--- config.mk ---
export PLATFORM = sky130hd
export DESIGN_NAME = seg_mem_seq
export DESIGN_NICKNAME = d
export VERILOG_FILES = /design/src/rtl/segseq_pkg.sv /design/src/rtl/seg_addr_gen.sv /design/src/rtl/seq_fsm.sv /design/src/rtl/bank_lane_unit.sv /design/src/rtl/seg_mem_seq.sv
export SDC_FILE = /design/constraint.sdc
export NUM_CORES = 1
export LEC_CHECK = 0
export BUFFER_PORTS_ARGS = -buffer_cell sky130_fd_sc_hd__buf_2
export CAP_MARGIN = 20
export CORE_AREA = 2 2 120 76
export DETAILED_ROUTE_END_ITERATION = 10
export DIE_AREA = 0 0 122 78
export HOLD_SLACK_MARGIN = 0.02
export PLACE_DENSITY = 0.85
export SLEW_MARGIN = 30
export SYNTH_ARGS = -nofsm -noshare
export SYNTH_HDL_FRONTEND = slang
export SYNTH_SLANG_ARGS = --single-unit
export TNS_END_PERCENT = 5
--- constraint.sdc ---
create_clock -name clk -period 4.3 [get_ports clk]
set_input_delay 0.215 -clock clk [delete_from_list [all_inputs] [get_ports clk]]
set_output_delay 0.215 -clock clk [all_outputs]
set_load 0.05 [all_outputs]
--- src/rtl/segseq_pkg.sv ---
package segseq_pkg;

    typedef enum logic [1:0] {
        SEG_CODE  = 2'd0,
        SEG_DATA  = 2'd1,
        SEG_EXTRA = 2'd2,
        SEG_STACK = 2'd3
    } seg_sel_e;

    typedef enum logic [1:0] {
        ST_IDLE   = 2'd0,
        ST_FIRST  = 2'd1,
        ST_SECOND = 2'd2,
        ST_DONE   = 2'd3
    } seq_state_e;

endpackage

--- src/rtl/seg_addr_gen.sv ---
module seg_addr_gen #(
    parameter int SEG_W = 16,
    parameter int OFF_W = 16,
    parameter int SHIFT = 4,
    parameter int NSEG  = 4,
    localparam int SEL_W = $clog2(NSEG),
    localparam int PA_W  = SEG_W + SHIFT
) (
    input  logic [NSEG*SEG_W-1:0] seg_bases,
    input  logic [SEL_W-1:0]      sel,
    input  logic [OFF_W-1:0]      off,
    output logic [PA_W-1:0]       pa
);

    logic [SEG_W-1:0] bases [NSEG];

    for (genvar g = 0; g < NSEG; g++) begin : g_unpack
        assign bases[g] = seg_bases[g*SEG_W +: SEG_W];
    end

    logic [SEG_W-1:0] chosen;
    assign chosen = bases[sel];

    // scaled base plus zero-extended offset; carry past PA_W bits is dropped
    assign pa = {chosen, {SHIFT{1'b0}}} + {{(PA_W-OFF_W){1'b0}}, off};

endmodule

--- src/rtl/seq_fsm.sv ---
module seq_fsm
    import segseq_pkg::*;
#(
    parameter int PA_W   = 20,
    parameter int DATA_W = 16,
    parameter bit BUS8   = 1'b0,
    localparam int BYTE_W = 8
) (
    input  logic              clk,
    input  logic              rst_n,
    input  logic              req_valid,
    input  logic [PA_W-1:0]   pa_in,
    input  logic              word_in,
    input  logic              write_in,
    input  logic [DATA_W-1:0] wdata_in,
    input  logic [BYTE_W-1:0] rd_byte,
    input  logic [DATA_W-1:0] rd_word,
    output logic              ready,
    output logic              active,
    output logic              second,
    output logic              both,
    output logic              byte_idx,
    output logic [PA_W-1:0]   cur_addr,
    output logic              write_q,
    output logic [DATA_W-1:0] wdata_q,
    output logic              done,
    output logic [DATA_W-1:0] rdata
);

    seq_state_e state, state_nx;

    logic [PA_W-1:0]   pa_q;
    logic              word_q;
    logic              split_q;
    logic [DATA_W-1:0] rdata_q;

    logic split_in;
    assign split_in = word_in & (BUS8 | pa_in[0]);

    // state register
    always_ff @(posedge clk or negedge rst_n) begin
        if (!rst_n) state <= ST_IDLE;
        else        state <= state_nx;
    end

    // next-state
    always_comb begin
        state_nx = state;
        unique case (state)
            ST_IDLE:   if (req_valid) state_nx = ST_FIRST;
            ST_FIRST:  state_nx = split_q ? ST_SECOND : ST_DONE;
            ST_SECOND: state_nx = ST_DONE;
            ST_DONE:   state_nx = ST_IDLE;
            default:   state_nx = ST_IDLE;
        endcase
    end

    // request capture and read assembly
    always_ff @(posedge clk or negedge rst_n) begin
        if (!rst_n) begin
            pa_q    <= '0;
            word_q  <= 1'b0;
            split_q <= 1'b0;
            write_q <= 1'b0;
            wdata_q <= '0;
            rdata_q <= '0;
        end else begin
            unique case (state)
                ST_IDLE: if (req_valid) begin
                    pa_q    <= pa_in;
                    word_q  <= word_in;
                    split_q <= split_in;
                    write_q <= write_in;
                    wdata_q <= wdata_in;
                    rdata_q <= '0;
                end
                ST_FIRST: begin
                    if (word_q && !split_q) rdata_q <= rd_word;
                    else                    rdata_q[BYTE_W-1:0] <= rd_byte;
                    if (split_q) pa_q <= pa_q + {{(PA_W-1){1'b0}}, 1'b1};
                end
                ST_SECOND: rdata_q[2*BYTE_W-1:BYTE_W] <= rd_byte;
                ST_DONE:   ;
                default:   ;
            endcase
        end
    end

    // outputs
    always_comb begin
        ready    = 1'b0;
        active   = 1'b0;
        second   = 1'b0;
        done     = 1'b0;
        cur_addr = '0;
        unique case (state)
            ST_IDLE:   ready = 1'b1;
            ST_FIRST:  begin active = 1'b1; cur_addr = pa_q; end
            ST_SECOND: begin active = 1'b1; second = 1'b1; cur_addr = pa_q; end
            ST_DONE:   done = 1'b1;
            default:   ;
        endcase
        both     = word_q & ~split_q;
        byte_idx = second;
        rdata    = rdata_q;
    end

    AST_DONE_PULSE: assert property (@(posedge clk) disable iff (!rst_n)
        done |=> !done);
    AST_ACCEPT_STARTS: assert property (@(posedge clk) disable iff (!rst_n)
        (ready && req_valid) |=> (active && !second));

endmodule

--- src/rtl/bank_lane_unit.sv ---
module bank_lane_unit #(
    parameter int DATA_W = 16,
    parameter bit BUS8   = 1'b0,
    localparam int BYTE_W = 8
) (
    input  logic              clk,
    input  logic              rst_n,
    input  logic              active,
    input  logic              write,
    input  logic              addr0,
    input  logic              both,
    input  logic              byte_idx,
    input  logic [DATA_W-1:0] wdata,
    input  logic [DATA_W-1:0] mem_rdata,
    output logic              en_even,
    output logic              en_odd,
    output logic              we,
    output logic [DATA_W-1:0] mem_wdata,
    output logic [BYTE_W-1:0] rd_byte,
    output logic [DATA_W-1:0] rd_word
);

    logic [BYTE_W-1:0] cur_byte;
    assign cur_byte = byte_idx ? wdata[2*BYTE_W-1:BYTE_W] : wdata[BYTE_W-1:0];
    assign we       = active & write;
    assign rd_word  = mem_rdata;

    if (BUS8) begin : g_narrow
        always_comb begin
            en_even   = active;
            en_odd    = 1'b0;
            mem_wdata = {{(DATA_W-BYTE_W){1'b0}}, cur_byte};
            rd_byte   = mem_rdata[BYTE_W-1:0];
        end
    end else begin : g_wide
        always_comb begin
            if (both) begin
                en_even   = active;
                en_odd    = active;
                mem_wdata = wdata;
            end else begin
                en_even   = active & ~addr0;
                en_odd    = active & addr0;
                mem_wdata = addr0 ? {cur_byte, {BYTE_W{1'b0}}}
                                  : {{BYTE_W{1'b0}}, cur_byte};
            end
            rd_byte = addr0 ? mem_rdata[2*BYTE_W-1:BYTE_W] : mem_rdata[BYTE_W-1:0];
        end
    end

    AST_PAIR_EVEN_ADDR: assert property (@(posedge clk) disable iff (!rst_n)
        (en_even && en_odd) |-> !addr0);

endmodule

--- src/rtl/seg_mem_seq.sv ---
module seg_mem_seq #(
    parameter int SEG_W  = 16,
    parameter int OFF_W  = 16,
    parameter int SHIFT  = 4,
    parameter int NSEG   = 4,
    parameter int DATA_W = 16,
    parameter bit BUS8   = 1'b0,
    localparam int SEL_W = $clog2(NSEG),
    localparam int PA_W  = SEG_W + SHIFT
) (
    input  logic                   clk,
    input  logic                   rst_n,
    input  logic [NSEG*SEG_W-1:0]  seg_bases_i,
    input  logic                   req_valid_i,
    output logic                   req_ready_o,
    input  logic [SEL_W-1:0]       req_seg_i,
    input  logic [OFF_W-1:0]       req_off_i,
    input  logic                   req_word_i,
    input  logic                   req_write_i,
    input  logic [DATA_W-1:0]      req_wdata_i,
    output logic                   done_o,
    output logic [DATA_W-1:0]      rdata_o,
    output logic [PA_W-1:0]        mem_addr_o,
    output logic                   mem_en_even_o,
    output logic                   mem_en_odd_o,
    output logic                   mem_we_o,
    output logic [DATA_W-1:0]      mem_wdata_o,
    input  logic [DATA_W-1:0]      mem_rdata_i
);

    logic [PA_W-1:0]   pa;
    logic              active, second, both, byte_idx, write_q;
    logic [DATA_W-1:0] wdata_q, rd_word;
    logic [7:0]        rd_byte;

    seg_addr_gen #(.SEG_W(SEG_W), .OFF_W(OFF_W), .SHIFT(SHIFT), .NSEG(NSEG)) u_agen (
        .seg_bases (seg_bases_i),
        .sel       (req_seg_i),
        .off       (req_off_i),
        .pa        (pa)
    );

    seq_fsm #(.PA_W(PA_W), .DATA_W(DATA_W), .BUS8(BUS8)) u_fsm (
        .clk       (clk),
        .rst_n     (rst_n),
        .req_valid (req_valid_i),
        .pa_in     (pa),
        .word_in   (req_word_i),
        .write_in  (req_write_i),
        .wdata_in  (req_wdata_i),
        .rd_byte   (rd_byte),
        .rd_word   (rd_word),
        .ready     (req_ready_o),
        .active    (active),
        .second    (second),
        .both      (both),
        .byte_idx  (byte_idx),
        .cur_addr  (mem_addr_o),
        .write_q   (write_q),
        .wdata_q   (wdata_q),
        .done      (done_o),
        .rdata     (rdata_o)
    );

    bank_lane_unit #(.DATA_W(DATA_W), .BUS8(BUS8)) u_lane (
        .clk       (clk),
        .rst_n     (rst_n),
        .active    (active),
        .write     (write_q),
        .addr0     (mem_addr_o[0]),
        .both      (both),
        .byte_idx  (byte_idx),
        .wdata     (wdata_q),
        .mem_rdata (mem_rdata_i),
        .en_even   (mem_en_even_o),
        .en_odd    (mem_en_odd_o),
        .we        (mem_we_o),
        .mem_wdata (mem_wdata_o),
        .rd_byte   (rd_byte),
        .rd_word   (rd_word)
    );

    AST_IDLE_QUIET: assert property (@(posedge clk) disable iff (!rst_n)
        (req_ready_o || done_o) |-> (!mem_en_even_o && !mem_en_odd_o && !mem_we_o));
    AST_WE_HAS_ENABLE: assert property (@(posedge clk) disable iff (!rst_n)
        mem_we_o |-> (mem_en_even_o || mem_en_odd_o));
    AST_SPLIT_STEP: assert property (@(posedge clk) disable iff (!rst_n)
        second |-> (mem_addr_o == $past(mem_addr_o) + {{(PA_W-1){1'b0}}, 1'b1}));

    if (!BUS8) begin : g_wide_chk
        AST_SECOND_EVEN: assert property (@(posedge clk) disable iff (!rst_n)
            second |-> (!mem_addr_o[0] && mem_en_even_o && !mem_en_odd_o));
    end

endmodule

# Yosys cells after proc, flatten, opt, wreduce, memory -nomap -nowiden
# Index checks and enable logic that the tools add are counted.
[op_classes]
add_sub_neg = 2
order_cmp = 1
eq_ne = 6
muxes = 25
bitwise_logic = 8
reduce_logical = 10
[op_table]
columns = ["operator", "count"]
rows = [
  ["16-bit two-way mux", 5],
  ["20-bit two-way mux", 3],
  ["20-bit one-hot mux with 2 select lines", 1],
  ["16-bit binary-select mux with 2-bit select", 1],
  ["8-bit two-way mux", 4],
  ["8-bit one-hot mux with 3 select lines", 1],
  ["20-bit by 1-bit adder with 20-bit output, second input constant", 1],
  ["20-bit by 16-bit adder with 20-bit output", 1],
  ["8-bit one-hot mux with 2 select lines", 1],
  ["2-bit one-hot mux with 4 select lines", 1],
  ["1-bit two-way mux", 7],
  ["3-bit AND reduction", 2],
  ["1-bit bitwise AND", 5],
  ["2-bit == test, second input constant", 2],
  ["2-bit by 1-bit != test with 1-bit output, second input constant", 2],
  ["2-bit AND reduction", 2],
  ["3-bit greater-or-equal comparator, second input constant", 1],
  ["2-bit NOT with 3-bit output", 1],
  ["3-bit nonzero test", 1],
  ["2-bit by 1-bit == test with 1-bit output, second input constant", 1],
  ["2-bit logical NOT", 1],
  ["2-bit two-way mux", 1],
  ["2-bit != test, second input constant", 1],
  ["1-bit NOT", 2],
  ["other kinds (4)", 4],
]
[totals]
register_bits = 57

# Logic depth before layout (Yosys ltp)
[logic_depth]
word_depth = 7
ltp_mapped = 11
depth_no_buf = 10

# By module
# A second synthesis with hierarchy kept.
[unflattened]
cells_unflattened = 539
hier_area_um2 = 5049.8
[modules_own_cells]
columns = ["module", "instances", "cells_per_inst", "area_per_inst_um2", "seq_area_each_um2"]
rows = [
  ["seq_fsm", 1, 333, 3184.3, 1426.4],
  ["seg_addr_gen", 1, 111, 1088.5, 0.0],
  ["bank_lane_unit", 1, 95, 777.0, 0.0],
]

# Worst setup path before layout
# OpenSTA, ideal clock, no wires.
[synth_path]
path_kind = "input-to-reg"
start = "input port req_seg_i[0]"
end = "register u_fsm.pa_q[16]"
arrival_ns = 2.732
slack_ns = 1.491
cell_stages = 10
path_cell_list = "buf_4 buf_2 mux4_2 ha_1 nor2b_1 o31a_1 o41ai_2 o21ai_1 o32a_1 o21ai_1"
[synth_via]
elab_chain_len = 7
[synth_rtl]
columns = ["item", "line_no", "rtl"]
rows = [
  ["from (decl)", "seg_mem_seq.sv:16", "input logic [SEL_W-1:0] req_seg_i,"],
  ["2-bit NOT with 3-bit output (implied by the code)", "seg_addr_gen.sv:22", "assign chosen = bases[sel];"],
  ["16-bit binary-select mux with 2-bit select", "seg_addr_gen.sv:22", ""],
  ["16-bit two-way mux (implied by the code) (2 in series)", "seg_addr_gen.sv:22", ""],
  ["20-bit by 16-bit adder with 20-bit output", "seg_addr_gen.sv:25", "assign pa = {chosen, {SHIFT{1'b0}}} + {{(PA_W-OFF_W){1'b0}}, off};"],
  ["20-bit two-way mux", "seq_fsm.sv:69", "ST_IDLE: if (req_valid) begin"],
  ["20-bit one-hot mux with 2 select lines", "seq_fsm.sv:68", "unique case (state)"],
  ["to (signal assigned)", "seq_fsm.sv:70", "pa_q <= pa_in;"],
  ["to (signal assigned)", "seq_fsm.sv:80", "if (split_q) pa_q <= pa_q + {{(PA_W-1){1'b0}}, 1'b1};"],
  ["to (decl)", "seq_fsm.sv:32", "logic [PA_W-1:0] pa_q;"],
]
# Every way passes these cells. The select of a mux whose other input is x is not followed.
# A chain may end at the register's enable or synchronous reset.

# Final worst setup path
[layout_path]
start = "register u_fsm.state[1]"
end = "output port mem_wdata_o[9]"
[layout_via]
elab_chain_len = 5
[layout_rtl]
columns = ["item", "line_no", "rtl"]
rows = [
  ["from (decl)", "seq_fsm.sv:30", "seq_state_e state, state_nx;"],
  ["from (signal assigned)", "seq_fsm.sv:43", "else state <= state_nx;"],
  ["2-bit == test or 2-bit by 1-bit == test with 1-bit output (tied branches)", "seq_fsm.sv:96", "unique case (state)"],
  ["1-bit two-way mux or 2-bit OR reduction (tied branches)", "-", ""],
  ["8-bit two-way mux or 20-bit two-way mux (tied branches)", "bank_lane_unit.sv:24, seq_fsm.sv:96", ""],
  ["16-bit two-way mux *", "bank_lane_unit.sv:44", "mem_wdata = addr0 ? {cur_byte, {BYTE_W{1'b0}}}"],
  ["16-bit two-way mux *", "bank_lane_unit.sv:37", "if (both) begin"],
  ["to (decl)", "seg_mem_seq.sv:27", "output logic [DATA_W-1:0] mem_wdata_o,"],
]
# Every way passes the cells marked *; elsewhere a longest branch is shown, timed or not.

==> flow_metrics.py <==
metrics = {
    "critical_path": {
        "critPathKind": "flip-flop to primary output",
        "cp-startpoint": "u_fsm.state[1]",
        "crit_path_max_fanout": 9,
        "cp.required_ps": 4090,
        "timing.rr.start": "u_fsm.state[1]",
        "cp.arrival_ps": 3050,
        "crit_path_end_kind": "primary output",
        "cp-start-kind": "flip-flop",
    },
    "timing": {
        "rsz0062_at_grt": "false",
        "tightest_slew_ps": 902.2,
        "setup_violations": 0,
        "post-route-period-util_pct": 75.88,
        "finalCriticalPeriod_ps": 3263,
        "timing.slew.headroom_pct": 39.71,
        "hold_viol": 0,
        "fmax_mhz": 306.5,
        "drv_slew": 0,
        "clock_skew_ps": 4.843,
        "setup_tns_ps": 0,
    },
    "clocking": {
        "ctsResizeCount": 0,
        "clkLatencyLatePin_ps": 340,
        "cts_tree": "yes",
        "clock_path_buffers": 2,
        "post_cts_buffers": 0,
        "clk_pin_slew_worst_paths_ps": 50,
        "cts_sinks": 57,
        "cts_hold_buf": 0,
        "htree_levels": 3,
        "cts_inserted_buffers": 9,
        "clockRootBuffer": "clkbuf_16",
    },
    "die": {
        "die-area_um2": 9516,
        "io_pins": 176,
        "core_area_um2": 8295,
        "die_w_um": 122,
        "core.rowCount": 26,
        "initial_core_util_pct": 52.31,
        "fp.dieH_um": 78,
    },
    "routing": {
        "first_pass_iters": 6,
        "drtAntennaViolNets": 0,
        "wl_per_cell_um": 18.04,
        "via_per_inst": 6.011,
        "wl_mm": 13.21,
        "drc_errors": 0,
        "vias": 4400,
        "detail_route.iter0.violations": 522,
    },
    "global_route": {
        "antenna_found_initial": 0,
        "grt_pass1_wl_mm": 20.35,
        "grt_pass1_vias": 4216,
        "grt_max_degree": 58,
        "grtUsageTotal_pct": 27.61,
        "gr-total-overflow": 0,
    },
    "logic_synthesis": {
        "async_flop_share_pct": 100.0,
        "syn_area_um2": 4339,
        "synth_nets": 591,
        "synth_edf_count": 0,
        "synthDominantCellAreaShare_pct": 32.87,
        "syn_inst": 454,
        "synth.distinct_cells": 63,
        "yosysTopAreaCell": "dfrtp_1",
        "syn_avg_cell_area_um2": 9.558,
        "synth.most_common_cell": "dfrtp_1",
        "synth.top_cells.by_count": "dfrtp_1 (57), nand2_1 (54), o21ai_0 (35)",
        "synth_area_leaders": "dfrtp_1 (33%), mux4_2 (8.3%), mux2_2 (5.7%)",
        "synth_flop_cell": "dfrtp_1",
        "yosys_register_bits": 57,
        "yosysSeqAreaShare_pct": 32.87,
        "yosysWarnings": 0,
    },
    "placement": {
        "hpwl_mm": 9.780,
        "portBuffers": 175,
        "gp_routability_congestion": 0.8517,
        "place_area_um2": 5241,
    },
    "power_and_ir_drop": {
        "p_leak_nw": 2.699,
        "ir_worst_vdd_mv": 0.6086,
        "powerDensity_nw_per_um2": 915.7,
    },
    "job": {
        "drv_cap": 0,
    },
    "layout": {
        "layout-drive-gt1-share_pct": 39.03,
        "final_nets": 753,
        "antenna_cells": 0,
        "area_growth_pct": 27.77,
        "final_area_um2": 5544,
    },
    "outcome": {
        "status": "finished clean",
    },
    "min_path": {
        "worst_hold_path_type": "input port to asynchronous set/reset pin",
    },
}
==> cells in the final DEF, fill, tap and decap left out, types with 3 or more instances in the layout <==
cell       netlist  final
nand2_1         54     54
o22ai_1          3      3
xnor2_1          7      7
a21o_1           6      6
a22oi_1         11     11
clkbuf_16        0      9
buf_2            7    175
ha_1            17     17
a21oi_1         22     22
nor2_1          15     15
nand3_1         17     17
mux2_2          22     22
o21ai_1          7      7
nor3_1           6      6
and2_1          21     21
inv_1           14     14
mux2i_1         16     16
mux4_2          16     16
nor4_1           3      3
buf_4            3      3
a22o_1          16     16
o21ai_0         35     35
and3_1           5      5
nand4_1          4      4
nand2b_1         3      3
a211o_1          3      3
a222oi_1         3      3
dfrtp_1         57     57
nor2b_1          4      4
==> worst max-delay path, cell delays in order (launching register included) <==
cell     delay (ps)
dfrtp_1         390
inv_1           100
ha_1            310
and2_0          250
and2_1          530
nor2b_1         600
a22o_1          260
buf_2           260
==> state kept, by name, summed over array words and instances (netlist names) <==
| signal | count |
|---|---|
| u_fsm.rdata | 16 |
| u_fsm.pa_q | 20 |
| u_fsm.word_q | 1 |
| u_fsm.write_q | 1 |
| u_fsm.split_q | 1 |
| u_fsm.state | 2 |
| u_fsm.wdata_q | 16 |
==> metal layers <==
layer	GRT usage [%]	up-vias	part of all wire, %
li1	-	2021	-
met1	35.29	2098	41
met2	44.19	251	48
met3	7.059	30	9.2
met4	12.41	0	2.1
met5	0	-	0
==> metrics by stage <==
| stage | instances | hold WS [ps] | power (mW) | util [%] | setup WS (ps) |
|---|---|---|---|---|---|
| after detailed placement | 717 | 408.3 | 4.301 | 63.18 | 1200 |
| after CTS | 732 | 54.22 | 5.038 | 66.76 | 1014 |
| after floorplan | 454 | -80.59 | 3.599 | - | 1491 |
| after global routing | 732 | 89.78 | 5.337 | 66.83 | 861.5 |
| after global placement | 717 | 396.3 | 4.201 | 63.18 | 1310 |
| final | 732 | 16.47 | 5.077 | 66.83 | 1037 |
==> kinds of logic (layout without fill, tap and decap cells) <==
group | after synthesis | in the layout | share of synthesized area, %
XOR/XNOR | 8 | 8 | 1.615
AND/OR/NAND/NOR | 145 | 145 | 17.56
flip-flops | 57 | 57 | 32.87
multiplexers | 56 | 56 | 18.31
adder cells (fa/ha/maj) | 18 | 18 | 5.363
AO/OA/AOI/OAI | 129 | 129 | 19.93
buffers and inverters | 41 | 207 | 4.354
==> final timing paths <==
path	end	slack, ps	depth (start not counted)
worst max-delay path	mem_wdata_o[9]	1040	7
worst min-delay path	u_fsm.rdata[1]	20	2
worst max register to register	u_fsm.pa_q[17]	1230	7
worst min register to register	u_fsm.rdata[14]	480	2
max in group asynchronous	u_fsm.pa_q[14]	3770	2
min in group clk	u_fsm.wdata_q[10]	110	2
==> cell type report <==
type                       instances  area [um2]
fill                             670        2751
multi-input combinational        356        2730
sequential                        57        1426
timing repair buffer             178       898.4
clock buffer                      12       256.5
tap                              112       140.1
inverter                          14       52.55
clock inverter                     3       40.04
==> report_power, final <==
| group | switching (mW) | leakage [nW] | internal, mW |
|---|---|---|---|
| logic | 2.34 | 1.86 | 0.972 |
| registers | 0.265 | 0.692 | 0.785 |
| clock network | 0.242 | 0.148 | 0.474 |
| total | 2.85 | 2.70 | 2.23 |
Power figures use the tool's default switching activity.
